### src/rtl/btb_pkg.sv
package btb_pkg;
  // Strobes sent from control to datapath each cycle
  typedef struct packed {
    logic rdEn;    // lookup this cycle
    logic rdKill;  // force the lookup to miss
    logic wrEn;    // write the update entry
    logic clrAll;  // invalidate all entries
  } btbStrobe_t;
endpackage

### src/rtl/btb_ctrl.sv
module btb_ctrl
  import btb_pkg::*;
#(
  parameter int ENTRIES = 16,
  parameter int TAG_W   = 6,
  parameter int SHIFT   = 2,
  parameter int THREADS = 2,
  parameter int ADDR_W  = 32,
  localparam int IDX_W    = $clog2(ENTRIES),
  localparam int THR_LOG2 = $clog2(THREADS),
  localparam int TID_W    = (THR_LOG2 > 0) ? THR_LOG2 : 1,
  localparam int TAG_SH   = SHIFT + IDX_W
) (
  input  logic              lkValid,
  input  logic [ADDR_W-1:0] lkPc,
  input  logic [TID_W-1:0]  lkTid,
  input  logic              upValid,
  input  logic [ADDR_W-1:0] upPc,
  input  logic [TID_W-1:0]  upTid,
  input  logic              flush,
  output btbStrobe_t        strobe,
  output logic [IDX_W-1:0]  rdIdx,
  output logic [TAG_W-1:0]  rdTag,
  output logic [IDX_W-1:0]  wrIdx,
  output logic [TAG_W-1:0]  wrTag
);
  logic [IDX_W-1:0] lkMix, upMix;

  generate
    if ((1 << IDX_W) != ENTRIES) begin : g_badEntries
      $error("btb_ctrl: ENTRIES must be a power of two");
    end
    if (THR_LOG2 > IDX_W) begin : g_badThreads
      $error("btb_ctrl: too many threads for the index width");
    end
    if (TAG_SH + TAG_W > ADDR_W) begin : g_badTag
      $error("btb_ctrl: tag field exceeds the address width");
    end
    if (THR_LOG2 == 0) begin : g_oneThread
      assign lkMix = '0;
      assign upMix = '0;
    end else begin : g_multiThread
      assign lkMix = IDX_W'(lkTid) << (IDX_W - THR_LOG2);
      assign upMix = IDX_W'(upTid) << (IDX_W - THR_LOG2);
    end
  endgenerate

  assign rdIdx = lkPc[SHIFT +: IDX_W] ^ lkMix;
  assign wrIdx = upPc[SHIFT +: IDX_W] ^ upMix;
  assign rdTag = lkPc[TAG_SH +: TAG_W];
  assign wrTag = upPc[TAG_SH +: TAG_W];

  always_comb begin
    strobe.rdEn   = lkValid;
    strobe.rdKill = lkValid & flush;
    strobe.wrEn   = upValid & ~flush;
    strobe.clrAll = flush;
  end
endmodule

### src/rtl/btb_data.sv
module btb_data
  import btb_pkg::*;
#(
  parameter int ENTRIES = 16,
  parameter int TAG_W   = 6,
  parameter int TID_W   = 1,
  parameter int TGT_W   = 32,
  localparam int IDX_W  = $clog2(ENTRIES)
) (
  input  logic             clk,
  input  logic             rstN,
  input  btbStrobe_t       strobe,
  input  logic [IDX_W-1:0] rdIdx,
  input  logic [TAG_W-1:0] rdTag,
  input  logic [TID_W-1:0] rdTid,
  input  logic [IDX_W-1:0] wrIdx,
  input  logic [TAG_W-1:0] wrTag,
  input  logic [TID_W-1:0] wrTid,
  input  logic [TGT_W-1:0] wrTarget,
  output logic             rspValid,
  output logic             rspHit,
  output logic [TGT_W-1:0] rspTarget
);
  logic [ENTRIES-1:0] validQ;
  logic [TAG_W-1:0]   tagMem [ENTRIES];
  logic [TID_W-1:0]   tidMem [ENTRIES];
  logic [TGT_W-1:0]   tgtMem [ENTRIES];
  logic               hitNow;

  assign hitNow = strobe.rdEn && !strobe.rdKill && validQ[rdIdx]
                  && (tagMem[rdIdx] == rdTag) && (tidMem[rdIdx] == rdTid);

  // Valid bits and response registers are reset; fields are not
  always_ff @(posedge clk or negedge rstN) begin
    if (!rstN) begin
      validQ    <= '0;
      rspValid  <= 1'b0;
      rspHit    <= 1'b0;
      rspTarget <= '0;
    end else begin
      rspValid  <= strobe.rdEn;
      rspHit    <= hitNow;
      rspTarget <= hitNow ? tgtMem[rdIdx] : '0;
      if (strobe.clrAll) validQ <= '0;
      else if (strobe.wrEn) validQ[wrIdx] <= 1'b1;
    end
  end

  always_ff @(posedge clk) begin
    if (strobe.wrEn) begin
      tagMem[wrIdx] <= wrTag;
      tidMem[wrIdx] <= wrTid;
      tgtMem[wrIdx] <= wrTarget;
    end
  end
endmodule

### src/rtl/btb_mt.sv
module btb_mt
  import btb_pkg::*;
#(
  parameter int ENTRIES = 16,
  parameter int TAG_W   = 6,
  parameter int SHIFT   = 2,
  parameter int THREADS = 2,
  parameter int ADDR_W  = 32,
  parameter int TGT_W   = 32,
  localparam int IDX_W    = $clog2(ENTRIES),
  localparam int THR_LOG2 = $clog2(THREADS),
  localparam int TID_W    = (THR_LOG2 > 0) ? THR_LOG2 : 1
) (
  input  logic              clk,
  input  logic              rstN,
  input  logic              lkValid,
  input  logic [ADDR_W-1:0] lkPc,
  input  logic [TID_W-1:0]  lkTid,
  input  logic              upValid,
  input  logic [ADDR_W-1:0] upPc,
  input  logic [TID_W-1:0]  upTid,
  input  logic [TGT_W-1:0]  upTarget,
  input  logic              flush,
  output logic              rspValid,
  output logic              rspHit,
  output logic [TGT_W-1:0]  rspTarget
);
  btbStrobe_t       strobe;
  logic [IDX_W-1:0] rdIdx, wrIdx;
  logic [TAG_W-1:0] rdTag, wrTag;

  btb_ctrl #(
    .ENTRIES(ENTRIES), .TAG_W(TAG_W), .SHIFT(SHIFT),
    .THREADS(THREADS), .ADDR_W(ADDR_W)
  ) ctrl (
    .lkValid(lkValid), .lkPc(lkPc), .lkTid(lkTid),
    .upValid(upValid), .upPc(upPc), .upTid(upTid),
    .flush(flush), .strobe(strobe),
    .rdIdx(rdIdx), .rdTag(rdTag), .wrIdx(wrIdx), .wrTag(wrTag)
  );

  btb_data #(
    .ENTRIES(ENTRIES), .TAG_W(TAG_W), .TID_W(TID_W), .TGT_W(TGT_W)
  ) data (
    .clk(clk), .rstN(rstN), .strobe(strobe),
    .rdIdx(rdIdx), .rdTag(rdTag), .rdTid(lkTid),
    .wrIdx(wrIdx), .wrTag(wrTag), .wrTid(upTid), .wrTarget(upTarget),
    .rspValid(rspValid), .rspHit(rspHit), .rspTarget(rspTarget)
  );
endmodule

### config.mk
export PLATFORM = sky130hd
export DESIGN_NAME = btb_mt
export DESIGN_NICKNAME = d
export VERILOG_FILES = /design/src/rtl/btb_pkg.sv /design/src/rtl/btb_ctrl.sv /design/src/rtl/btb_data.sv /design/src/rtl/btb_mt.sv
export SDC_FILE = /design/constraint.sdc
export NUM_CORES = 1
export LEC_CHECK = 0
export BUFFER_PORTS_ARGS = -buffer_cell sky130_fd_sc_hd__buf_2
export CORE_UTILIZATION = 35
export DETAILED_ROUTE_END_ITERATION = 8
export PLACE_DENSITY = 0.57
export SLEW_MARGIN = 30
export SYNTH_ARGS = -nofsm -noshare
export SYNTH_HDL_FRONTEND = slang
export SYNTH_HIERARCHICAL = 1
export SYNTH_SLANG_ARGS = --single-unit
### constraint.sdc
create_clock -name clk -period 5.3 [get_ports clk]
set_input_delay 1.06 -clock clk [delete_from_list [all_inputs] [get_ports clk]]
set_output_delay 1.06 -clock clk [all_outputs]
set_load 0.03 [all_outputs]
# After elaboration in Yosys (flattened, before gate mapping)
# Memories as Yosys holds them, arrays and structs flattened.
# Cells that the tools add are included.
[word_totals] ramBits=624 elab_cells=34 memories=3 reg_bits=50
[memory_table] memory="data.tgtMem" words=16 word_bits=32 rd=1 rd_clocked_by_memory_dff=0 write_ports=1 line_no="btb_data.sv:27" rtl="logic [TGT_W-1:0] tgtMem [ENTRIES];"
[memory_table] memory="data.tagMem" words=16 word_bits=6 rd=1 rd_clocked_by_memory_dff=0 write_ports=1 line_no="btb_data.sv:25" rtl="logic [TAG_W-1:0] tagMem [ENTRIES];"
[memory_table] memory="data.tidMem" words=16 word_bits=1 rd=1 rd_clocked_by_memory_dff=0 write_ports=1 line_no="btb_data.sv:26" rtl="logic [TID_W-1:0] tidMem [ENTRIES];"
[classes] n_reduce_logical=7 n_mux=9 bitwise=6 eq_ne=2 n_lt_le_gt_ge=3
[op_table] op="two-way mux 16 bit" count=2
[op_table] op="two-way mux 32 bit" count=1
[op_table] op="bitwise OR 16 bit" count=1
[op_table] op="< comparator 4 x 5 -> 1 bit, second input constant" count=2
[op_table] op="bitwise XOR 4 bit" count=2
[op_table] op="== test 6 bit" count=1
[op_table] op="logical AND 1 bit" count=5
[op_table] op="binary-select mux 1 bit (select 4 bit)" count=1
[op_table] op="demux 1 bit (select 4 bit)" count=1
[op_table] op="greater-or-equal comparator 4 x 1 -> 1 bit, second input constant" count=1
[op_table] op="two-way mux 1 bit" count=4
[op_table] op="bitwise AND 1 bit" count=2
[op_table] op="nonzero test 2 bit" count=1
[op_table] op="== test 1 bit" count=1
[op_table] op="zero test 1 bit" count=1
[op_table] op="NOT 1 bit" count=1

# Depth between registers and ports, before layout
# Gate-level depths: netlist of run 1.
[depth] ltp_word=8 depth_mapped=12 depth_no_buf=7

# Modules after synthesis
# The synthesis of run 1 kept the hierarchy.
[by_module_without_submodules] module="btb_data" n_inst=1 cells_each=1193 area_each_um2=25828.5 seq_area_each_um2=19989.2
[by_module_without_submodules] module="btb_ctrl" n_inst=1 cells_each=24 area_each_um2=183.9 seq_area_each_um2=0.0

# Least setup slack after synthesis of run 1
# Ideal clock, no wire load.
[synth_path] path_type="input -> register" from="input port flush" to="memory data.tagMem[0][0], enable pin" path_stages=3 arrival_time_ns=4.497 path_slack_ns=0.317 path_cell_list="and2b_2 -> or3b_2 -> nor3_1"
[synth_between] elab_chain_cells=4
[synth_lines] item="start: declaration" line_no="btb_mt.sv:23" rtl="input logic flush,"
[synth_lines] item="NOT 1 bit" line_no="btb_ctrl.sv:56" rtl="strobe.wrEn = upValid & ~flush;"
[synth_lines] item="bitwise AND 1 bit" line_no="btb_ctrl.sv:56"
[synth_lines] item="two-way mux 1 bit" line_no="btb_data.sv:50" rtl="if (strobe.wrEn) begin"
[synth_lines] item="two-way mux 1 bit (not written as such)" line_no="btb_data.sv:51" rtl="tagMem[wrIdx] <= wrTag;"
[synth_lines] item="end: declaration" line_no="btb_data.sv:25"
# No other way between the ends.

# Worst setup path in the final report of run 1
[layout_path] from="input port lkTid" to="register data.rspTarget[0]"
[layout_between] elab_chain_cells=7 elab_cells_between_ends=12
[layout_lines] item="start: declaration" line_no="btb_mt.sv:18" rtl="input logic [TID_W-1:0] lkTid,"
[layout_lines] item="bitwise XOR 4 bit (*)" line_no="btb_ctrl.sv:48" rtl="assign rdIdx = lkPc[SHIFT +: IDX_W] ^ lkMix;"
[layout_lines] item="via rdIdx[3]" line_no="btb_mt.sv:29" rtl="logic [IDX_W-1:0] rdIdx, wrIdx;"
[layout_lines] item="branches (longest 5 deep; another with memory read (16 x 6 bit))"
[layout_lines] item="two-way mux 32 bit (*)" line_no="btb_data.sv:43" rtl="rspTarget <= hitNow ? tgtMem[rdIdx] : '0;"
[layout_lines] item="end signal: assignment" line_no="btb_data.sv:43"
[layout_lines] item="end: declaration" line_no="btb_data.sv:22" rtl="output logic [TGT_W-1:0] rspTarget"
# Mark *: on every way through the listed nets, which the timed path passes. The select of a mux whose other input is x is not followed.
# A chain may end at the register's enable or synchronous reset.

==> flow_metrics.py, run 1 <==
metrics = {
    "drt": {
        "drt_iter0_drc": 1069,
        "drtPass1Iterations": 7,
        "viasPerCell": 5.276,
        "vias": 12357,
        "ant_nets": 0,
        "routedWlPerCell_um": 25.61,
        "drt-total-wl_mm": 59.97,
        "drc": 16,
    },
    "placed_design": {
        "postPlaceCellArea_um2": 27680,
        "dp_slack_ns": 1.142,
        "io_buffers": 92,
        "dp_hpwl_mm": 31.64,
        "place_congestion": 0.7124,
    },
    "floorplanning": {
        "die_w_um": 274.6,
        "initial_core_util_pct": 35.53,
        "die-height_um": 274.6,
        "num_rows": 99,
        "ioPinCount": 137,
        "die_area_um2": 75420,
        "core_um2": 73210,
    },
    "logic_synthesis": {
        "synth_area_leaders": "edfxtp_1, mux4_2, dfrtp_1",
        "synth_commonest_cells": "edfxtp_1, mux4_2, nand2_1, a22oi_1, dfrtp_1",
        "synth_top_cell_area_share_pct": 72.03,
        "synth_cell_types": 45,
        "synth_warnings": 6,
        "ys_seq_area_share_pct": 76.84,
        "ys_seq_elements": 674,
        "synth_most_common_cell": "edfxtp_1",
        "syn_nets": 1320,
        "synth_cells": 1217,
        "syn_area_um2": 26010,
        "async_flop_share_pct": 7.418,
        "synth-edff-count": 624,
        "synth_area_leader_cell": "edfxtp_1",
        "postSynthAreaPerCell_um2": 21.37,
        "dominantRegCellSynth": "edfxtp_1",
    },
    "outcome": {
        "violations": "design-rule violations",
        "status": "finished, violations left",
    },
    "worst_setup_path": {
        "critPathMaxFanout": 33,
        "r2r_setup_slack_ns": 2.92,
        "slowest_stage": "xor2_2",
        "path_cells": "buf_2, xor2_2, buf_4, mux4_2, nor2b_1, a211oi_1, a21oi_1, xor2_4, buf_4, nor4_1",
        "crit_type": "input pin to flip-flop",
        "path_buf_inv": 3,
        "start_kind": "input pin",
        "end_kind": "flip-flop",
        "max_stage_delay_ns": 0.64,
        "path_delay_family": "buffers and inverters",
        "crit_top_cell": "buf_4",
        "critical_path_arrival_ns": 3.96,
        "worstPathRequired_ns": 5.74,
    },
    "pwr": {
        "netSwitchingPower_mw": 2.416,
        "irDropWorstVdd_mv": 0.2094,
        "powerDensity_nw_per_um2": 386.1,
        "p_leak_nw": 9.734,
        "p_seq_share_pct": 50.9,
        "finalPower_mw": 11.60,
        "p_comb_share_pct": 5.5,
        "switching_share_pct": 20.83,
        "p_int_mw": 9.181,
        "p_clk_share_pct": 43.6,
    },
    "sta": {
        "hold_viol": 0,
        "fin_skew_ns": 0.03204,
        "worstMarginPinSlew_ns": 1.023,
        "setup_viol": 0,
        "fin_setup_tns_ns": 0,
        "rsz0062_at_grt": "false",
        "fin_ws_ns": 1.782,
        "timing.slew.headroom_pct": 31.65,
        "fin_crit_sh_pct": 66.39,
        "final_max_slew_viol_count": 0,
        "clock.fmax_ghz": 0.2842,
        "period_minus_slack_ns": 3.518,
    },
    "clock_tree": {
        "clkLatencyLatePin_ns": 0.61,
        "cts_setup_buffers": 0,
        "cts_buffers": 69,
        "htreeDepth": 3,
        "cts.path.max_buffers": 3,
        "clockRootBuffer": "clkbuf_16",
        "cts_resized": 0,
        "clkTransAtPathRegs_ns": 0.06,
        "cts_tree": "built",
        "ctsHoldBuffers": 0,
        "clkSinkCount": 674,
    },
    "cells_and_area": {
        "design_area_um2": 30040,
        "layout.area.seq_um2": 19990,
        "layout.nets": 1431,
        "nFillCells": 6327,
        "drive_gt1_share_pct": 32.83,
        "fin_util_pct": 41.03,
        "area_delta_synth_final_pct": 15.48,
        "multi_input_area_um2": 5637,
    },
    "grt": {
        "grt_pass1_wl_mm": 88.20,
        "antenna_found_initial": 6,
        "grt_pass1_vias": 13182,
        "grt_max_degree": 76,
        "grt-ovfl-total": 0,
        "grt.total_usage_pct": 16.20,
    },
    "min_path": {
        "min_path_type": "flip-flop to flip-flop",
    },
    "flow_run": {
        "maxCapViolCount": 0,
    },
}
-- layout by cell type (no fill, tap or decap), types with 6 or more instances in the layout --
cell type	count
a22oi_1	64
buf_12	8
buf_2	90
buf_4	29
bufinv_16	12
clkbuf_1	14
clkbuf_16	71
clkinv_1	9
clkinv_2	11
dfrtp_1	50
edfxtp_1	624
mux2_2	11
mux2i_1	15
mux4_2	149
nand2_1	68
nand2b_1	6
nor2_1	33
nor2_4	13
nor4_2	30
o22ai_1	7
-- routing by layer --
| layer | track usage, % | wire, µm | up-vias |
|---|---|---|---|
| met3 | 3.020 | 3926 | 91 |
| met2 | 26.51 | 29410 | 375 |
| met5 | 0 | 64 | - |
| li1 | - | - | 5231 |
| met4 | 4.912 | 1177 | 10 |
| met1 | 21.98 | 25390 | 6650 |
-- power by group through the flow --
stage / combinational [mW] / clock [mW] / sequential, mW
after floorplan: 0.415 / 0 / 6.01
after global placement: 0.645 / 0 / 6.00
after detailed placement: 0.657 / 0 / 6.01
after CTS: 0.659 / 5.17 / 5.90
after global routing: 0.695 / 5.35 / 5.90
final: 0.642 / 5.06 / 5.90
-- path summary, 6_finish.rpt --
check	endpoint	start	cells after the start
max	data/rspTarget[0]	lkTid	10
min	data/validQ[4]	data/validQ[4]	2
max reg2reg	data/rspTarget[0]	data/tagMem[9][4]	7
min reg2reg	data/validQ[4]	data/validQ[4]	2
max in group asynchronous	data/validQ[5]	rstN	2
min in group asynchronous	data/rspTarget[24]	rstN	2
-- worst reg2reg max path, delay by kind of cell, from the launching register on --
| family | cells | cell delay [ns] |
|---|---|---|
| xor gates and xnor gates | 1 | 0.17 |
| buffers and inverters | 1 | 0.56 |
| DFF | 1 | 0.36 |
| AOI/OAI and AO/OA | 2 | 0.37 |
| and+or+nand+nor | 2 | 0.31 |
| muxes | 1 | 0.46 |
-- cell type report --
type | instances | area share, %
multi-input combinational | 454 | 18.76
sequential | 674 | 66.54
clock inverter | 36 | 1.649
antenna | 3 | 0.02499
tap | 959 | 3.994
timing repair buffer | 129 | 2.845
clock buffer | 87 | 6.181
-- registers in the layout, indices dropped and copies added, names as in the netlist --
register,count
data/validQ,16
data/tidMem,16
data/rspTarget,32
data/tagMem,96
data/rspHit,1
data/rspValid,1
data/tgtMem,512
-- through the flow --
stage,std cells,hold WS (ns)
final,2342,0.4950
after global routing,2339,0.5204
after CTS,2339,0.4948
after detailed placement,2216,0.4828
after global placement,2216,0.4712
after floorplan,1217,0.4583
-- kinds of logic after synthesis --
kind of cell / after synthesis / synth area share (%)
flip-flops: 674 / 76.84
AND/OR/NAND/NOR: 179 / 3.997
XOR/XNOR: 12 / 0.4618
buffers and inverters: 89 / 2.140
AO/OA/AOI/OAI: 87 / 2.559
multiplexers: 176 / 14.00
Note: power is estimated with default switching activity, not from simulation.
==> inputs of run 2 (changes only) <==
ABC_AREA = 1   (was not set)
PLACE_DENSITY = 0.56   (was 0.57)
clock period = 3.7 ns   (was 5.3 ns; I/O delays follow)
==> run 2 against run 1 <==
Compared with the run above:
- area after synthesis grew 3.2%
- register-to-register slack worse by 1.3 ns
- flip-flop and latch count stayed put
- setup slack got worse by 0.67 ns
- largest power group unchanged
- via count grew 34%
- the run now ends clean
- first-iteration DRC count increased by 35%
- power rose by 43%
- utilization fell by 0.39 points
- cell count increased by 39%
- non-clock buffer count rose by 8
- highest routed layer unchanged
==> flow_metrics.py, run 2 <==
metrics = {
    "cells_and_area": {
        "reg_top3": "data/tgtMem x512, data/tagMem x96, data/rspTarget x32",
        "area_delta_synth_final_pct": 15.01,
        "instances_no_fill": 3249,
        "fin_util_pct": 40.64,
        "final_cell_mix": "edfxtp_1, nand2_1, a21oi_1",
        "largest_reg_flops": 512,
        "registers.top_by_ff_count": "data/tgtMem",
        "layout.nets": 2262,
        "nFillCells": 6959,
        "layout_commonest_cell": "edfxtp_1",
        "drive_gt1_share_pct": 13.27,
        "design_area_um2": 30870,
    },
    "floorplanning": {
        "core_um2": 75950,
        "die-height_um": 278.9,
        "die_area_um2": 77790,
        "die_w_um": 278.9,
        "initial_core_util_pct": 35.34,
        "num_rows": 101,
        "ioPinCount": 137,
    },
    "pwr": {
        "powerDensity_nw_per_um2": 536.4,
        "finalPower_mw": 16.56,
        "irDropWorstVdd_mv": 0.3224,
        "p_leak_nw": 11.03,
    },
    "logic_synthesis": {
        "syn_nets": 2207,
        "ys_seq_area_share_pct": 74.48,
        "synth_area_leaders": "edfxtp_1, nand2_1, dfrtp_1",
        "syn_area_um2": 26840,
        "async_flop_share_pct": 7.418,
        "dominantRegCellSynth": "edfxtp_1",
        "synth_most_common_cell": "edfxtp_1",
        "synth_top_cell_area_share_pct": 69.82,
        "postSynthAreaPerCell_um2": 12.76,
        "ys_seq_elements": 674,
        "synth_commonest_cells": "edfxtp_1, nand2_1, a21oi_1, nand3_1, nor2_1",
        "synth_area_leader_cell": "edfxtp_1",
        "synth_cells": 2104,
        "synth_warnings": 6,
        "synth-edff-count": 624,
        "synth_cell_types": 29,
    },
    "grt": {
        "grt_pass1_wl_mm": 101.8,
        "grt.total_usage_pct": 17.57,
        "antenna_found_initial": 7,
        "grt_pass1_vias": 16065,
        "grt-ovfl-total": 0,
        "grt_max_degree": 115,
    },
    "drt": {
        "met1Wirelength_mm": 29.94,
        "drc": 0,
        "viasPerCell": 5.108,
        "drt_iter0_drc": 1441,
        "drt-total-wl_mm": 68.75,
        "routed.top_layer": "met5",
        "routedWlPerCell_um": 21.16,
        "drtPass1Iterations": 5,
        "vias": 16596,
        "route.met2.wl_mm": 33.26,
        "ant_nets": 0,
        "wl_met3_mm": 3.962,
    },
    "sta": {
        "fin_crit_sh_pct": 69.85,
        "fin_skew_ns": 0.02345,
        "holdWs_ns": 0.1402,
        "fin_setup_tns_ns": 0,
        "worstMarginPinSlew_ns": 0.8413,
        "rsz0062_at_grt": "false",
        "hold_viol": 0,
        "period_minus_slack_ns": 2.585,
        "final_max_slew_viol_count": 0,
        "setup_viol": 0,
        "timing.slew.headroom_pct": 43.91,
        "clock.fmax_ghz": 0.3869,
        "fin_ws_ns": 1.115,
    },
    "min_path": {
        "min_path_type": "input pin to asynchronous set/reset pin",
    },
    "clock_tree": {
        "clockRootBuffer": "clkbuf_16",
        "clkTransAtPathRegs_ns": 0.06,
        "ctsHoldBuffers": 0,
        "htreeDepth": 3,
        "cts_tree": "built",
        "cts_setup_buffers": 0,
        "clkLatencyLatePin_ns": 0.61,
        "cts.path.max_buffers": 3,
        "cts_resized": 0,
        "clkSinkCount": 674,
        "cts_buffers": 71,
    },
    "placed_design": {
        "io_buffers": 92,
        "place_congestion": 0.7249,
        "dp_slack_ns": 0.4756,
        "dp_hpwl_mm": 33.52,
        "postPlaceCellArea_um2": 28470,
        "dp.cells": 3116,
    },
    "worst_setup_path": {
        "start_kind": "input pin",
        "end_kind": "flip-flop",
        "crit_type": "input pin to flip-flop",
        "worstPathRequired_ns": 4.17,
        "critical_path_arrival_ns": 3.06,
        "critPathMaxFanout": 79,
    },
    "flow_run": {
        "maxCapViolCount": 0,
    },
    "outcome": {
        "status": "finished clean",
    },
}
## run 2: cell types whose count changed in the layout (fill, tap and decap cells not counted), moves of 60 or more
| cell | before | now |
|---|---|---|
| a21oi_1 | 2 | 232 |
| a221oi_1 | 0 | 60 |
| inv_1 | 0 | 82 |
| mux4_2 | 149 | 0 |
| nand3_1 | 1 | 140 |
| a22oi_1 | 64 | 0 |
| nand2_1 | 68 | 525 |
## run 2: logic make-up after synthesis
family	after synthesis	share of synthesized area, %
simple gates	791	12.05
buf+inv	241	4.410
flops	674	74.48
compound gates	398	9.058
## run 2: worst paths after layout
check	slack [ns]	endpoint	from	cells after the start
hold / removal	0.14	data/rspTarget[7]	rstN	1
min in group clk	0.29	data/rspValid	lkValid	1
max in group asynchronous	3.09	data/rspTarget[13]	rstN	1
setup reg to reg	1.60	data/rspTarget[8]	data/tagMem[4][1]	12
hold reg to reg	0.50	data/validQ[5]	data/validQ[5]	2
setup / recovery	1.12	data/rspTarget[8]	lkPc[2]	14
## run 2: final cells by class
type,instances,area [µm²],share of cell area [%]
antenna,3,7.507,0.02432
clock buffer,101,2074,6.721
clock inverter,29,310.3,1.005
inverter,86,336.6,1.090
multi-input combinational,1189,5788,18.75
sequential,674,19990,64.76
tap,1030,1289,4.175
timing repair buffer,137,1071,3.470
## run 2: power by group
part           internal, mW  switching (mW)
Combinational         0.254           0.655
Clock                  4.34            2.87
Sequential             8.42          0.0213
Total                  13.0            3.55
## run 2: critical path, cell delays in order
cell	delay (ns)
buf_8	0.34
inv_8	0.28
or2_0	0.28
nand2_1	0.07
nand3_1	0.07
nand3_1	0.12
nand2_1	0.06
nand2_1	0.05
nand2_1	0.07
nand3_1	0.07
nor2_1	0.05
nand2_2	0.35
buf_4	0.40
nor2_2	0.06
## run 2: layer usage
layer  global-route usage, %  vias up
li1                        -     7661
met1                   23.74     8304
met2                   28.91      520
met3                   2.786      105
met4                   5.748        6
met5                       0        -
==> inputs of run 3 (changes only) <==
ABC_AREA = 0   (was 1)
PLACE_DENSITY = 0.58   (was 0.56)
clock period = 2.28 ns   (was 3.7 ns; I/O delays follow)
==> run 3 against run 2 <==
Compared with the run above:
- the flow now finishes with violations (design-rule violations)
- worst hold slack got worse by 0.14 ns
- setup slack worse by 1.0 ns
- cell count is 25% lower
- die area shrank 3.1%
- combinational power is 100% higher
- critical endpoint is now data/rspHit
- largest cell class unchanged
- highest routed layer unchanged
==> flow_metrics.py, run 3 (synthesized netlist as in run 1, its figures left out) <==
metrics = {
    "drt": {
        "drt-total-wl_mm": 61.80,
        "ant_nets": 0,
        "routedWlPerCell_um": 25.27,
        "drt_iter0_drc": 1147,
        "drc": 12,
        "vias": 12685,
        "drtPass1Iterations": 6,
        "viasPerCell": 5.186,
    },
    "worst_setup_path": {
        "critPathMaxFanout": 22,
        "path_delay_family": "multiplexers",
        "slowest_stage": "mux4_2",
        "max_stage_delay_ns": 0.48,
        "critical_path_arrival_ns": 2.73,
        "start_kind": "flip-flop",
        "path_buf_inv": 2,
        "worstPathRequired_ns": 2.80,
        "path_cells": "mux4_2, mux2i_2, xor2_1, and3_1, o211ai_4, buf_12, buf_12, nor4b_4",
        "crit_type": "flip-flop to flip-flop",
        "end_kind": "flip-flop",
        "crit_top_cell": "buf_12",
    },
    "sta": {
        "fin_skew_ns": 0.03191,
        "hold_viol": 0,
        "period_minus_slack_ns": 2.206,
        "fin_setup_tns_ns": 0,
        "fin_crit_sh_pct": 96.77,
        "setup_viol": 0,
        "clock.fmax_ghz": 0.4532,
        "worstMarginPinSlew_ns": 0.8369,
        "rsz0062_at_grt": "true",
        "timing.slew.headroom_pct": 44.21,
        "final_max_slew_viol_count": 0,
    },
    "clock_tree": {
        "clkSinkCount": 674,
        "clkLatencyLatePin_ns": 0.63,
        "clkTransAtPathRegs_ns": 0.06,
        "cts.path.max_buffers": 3,
        "htreeDepth": 3,
        "clockRootBuffer": "clkbuf_16",
        "cts_buffers": 72,
        "cts_tree": "built",
    },
    "grt": {
        "grt.total_usage_pct": 16.61,
        "grt_max_degree": 60,
        "antenna_found_initial": 6,
        "grt_pass1_vias": 13365,
        "grt-ovfl-total": 0,
        "grt_pass1_wl_mm": 90.31,
    },
    "floorplanning": {
        "die-height_um": 274.6,
        "core_um2": 73210,
        "num_rows": 99,
        "initial_core_util_pct": 35.53,
        "die_area_um2": 75420,
        "die_w_um": 274.6,
        "ioPinCount": 137,
    },
    "cells_and_area": {
        "reg_top3": "data/tgtMem x512, data/tagMem x96, data/rspTarget x32",
        "layout.nets": 1530,
        "largest_reg_flops": 512,
        "layout_commonest_cell": "edfxtp_1",
        "nFillCells": 6266,
        "registers.top_by_ff_count": "data/tgtMem",
        "fin_util_pct": 43.07,
        "final_cell_mix": "edfxtp_1, mux4_2, buf_2",
        "area_delta_synth_final_pct": 21.21,
        "drive_gt1_share_pct": 37.82,
    },
    "pwr": {
        "powerDensity_nw_per_um2": 861.3,
        "finalPower_mw": 27.16,
        "p_leak_nw": 10.45,
        "irDropWorstVdd_mv": 0.4813,
    },
    "outcome": {
        "status": "finished, violations left",
        "violations": "design-rule violations",
    },
    "placed_design": {
        "place_congestion": 0.7752,
        "io_buffers": 92,
        "dp_hpwl_mm": 36.50,
    },
    "min_path": {
        "min_path_type": "input pin to asynchronous set/reset pin",
    },
    "flow_run": {
        "maxCapViolCount": 0,
    },
}
## run 3: changes by cell type in the layout (fill, tap and decap cells not counted), moves of 30 or more
cell / delta
buf_12: +40
mux4_2: +149
nor2_1: -39
o21ai_0: -31
a21oi_1: -230
nand2_1: -457
a22oi_1: +64
nor4_2: +30
nand3_1: -139
buf_4: +46
inv_1: -82
a221oi_1: -60
## run 3: layer usage
metal	part of all wire [%]	GRT usage [%]	wire, µm
met3	4.7	2.819	2929
met5	0.042	0	26
met4	2.3	4.722	1439
met2	49	27.52	30550
met1	43	22.56	26860
## run 3: layout make-up
cell class                 instances  area, µm²  area share (%)
tap                              959       1200           3.806
clock inverter                    42      416.7           1.321
multi-input combinational        454       5731           18.17
sequential                       674      19990           63.40
clock buffer                      91       1946           6.171
antenna                            1      2.502        0.007937
timing repair buffer             225       2246           7.123
## run 3: power by group
part	leakage, nW	switching, mW	internal [mW]
Clock	1.16	4.81	6.78
Combinational	2.97	1.05	0.800
Sequential	6.32	0.0351	13.7
Total	10.4	5.90	21.3
## run 3: timing repair
item,in CTS,in global routing
gates cloned,0,1
setup endpoints to repair,2,27
hold buffers,1,0
gates resized for setup,3,6
setup buffers,0,3
endpoints found under the hold margin,1,0
pin swaps,0,4
## run 3: worst paths after layout
check	from	endpoint	slack (ns)	cells past startpoint
worst min register to register	data/validQ[11]	data/validQ[11]	0.50	2
max in group asynchronous	rstN	data/rspTarget[29]	1.69	2
worst min-delay path	rstN	data/rspValid	0.0007	2
worst max register to register	data/tagMem[15][1]	data/rspHit	0.07	8
worst max-delay path	data/tagMem[15][1]	data/rspHit	0.07	8
min in group clk	upTarget[26]	data/tgtMem[6][26]	0.20	1
## run 3: through the flow
step / setup WS (ns) / hold WS, ns / std cells / area [µm²]
after global placement: -0.5632 / 0.4778 / 2307 / 29040
final: 0.07368 / 0.0007099 / 2446 / 31530
after CTS: -0.03143 / 0.01427 / 2441 / 31430
after global routing: -0.04141 / 0.05164 / 2445 / 31530
after detailed placement: -0.5519 / 0.4888 / 2307 / 29040
after floorplan: -0.2953 / 0.1604 / 1217 / 26230
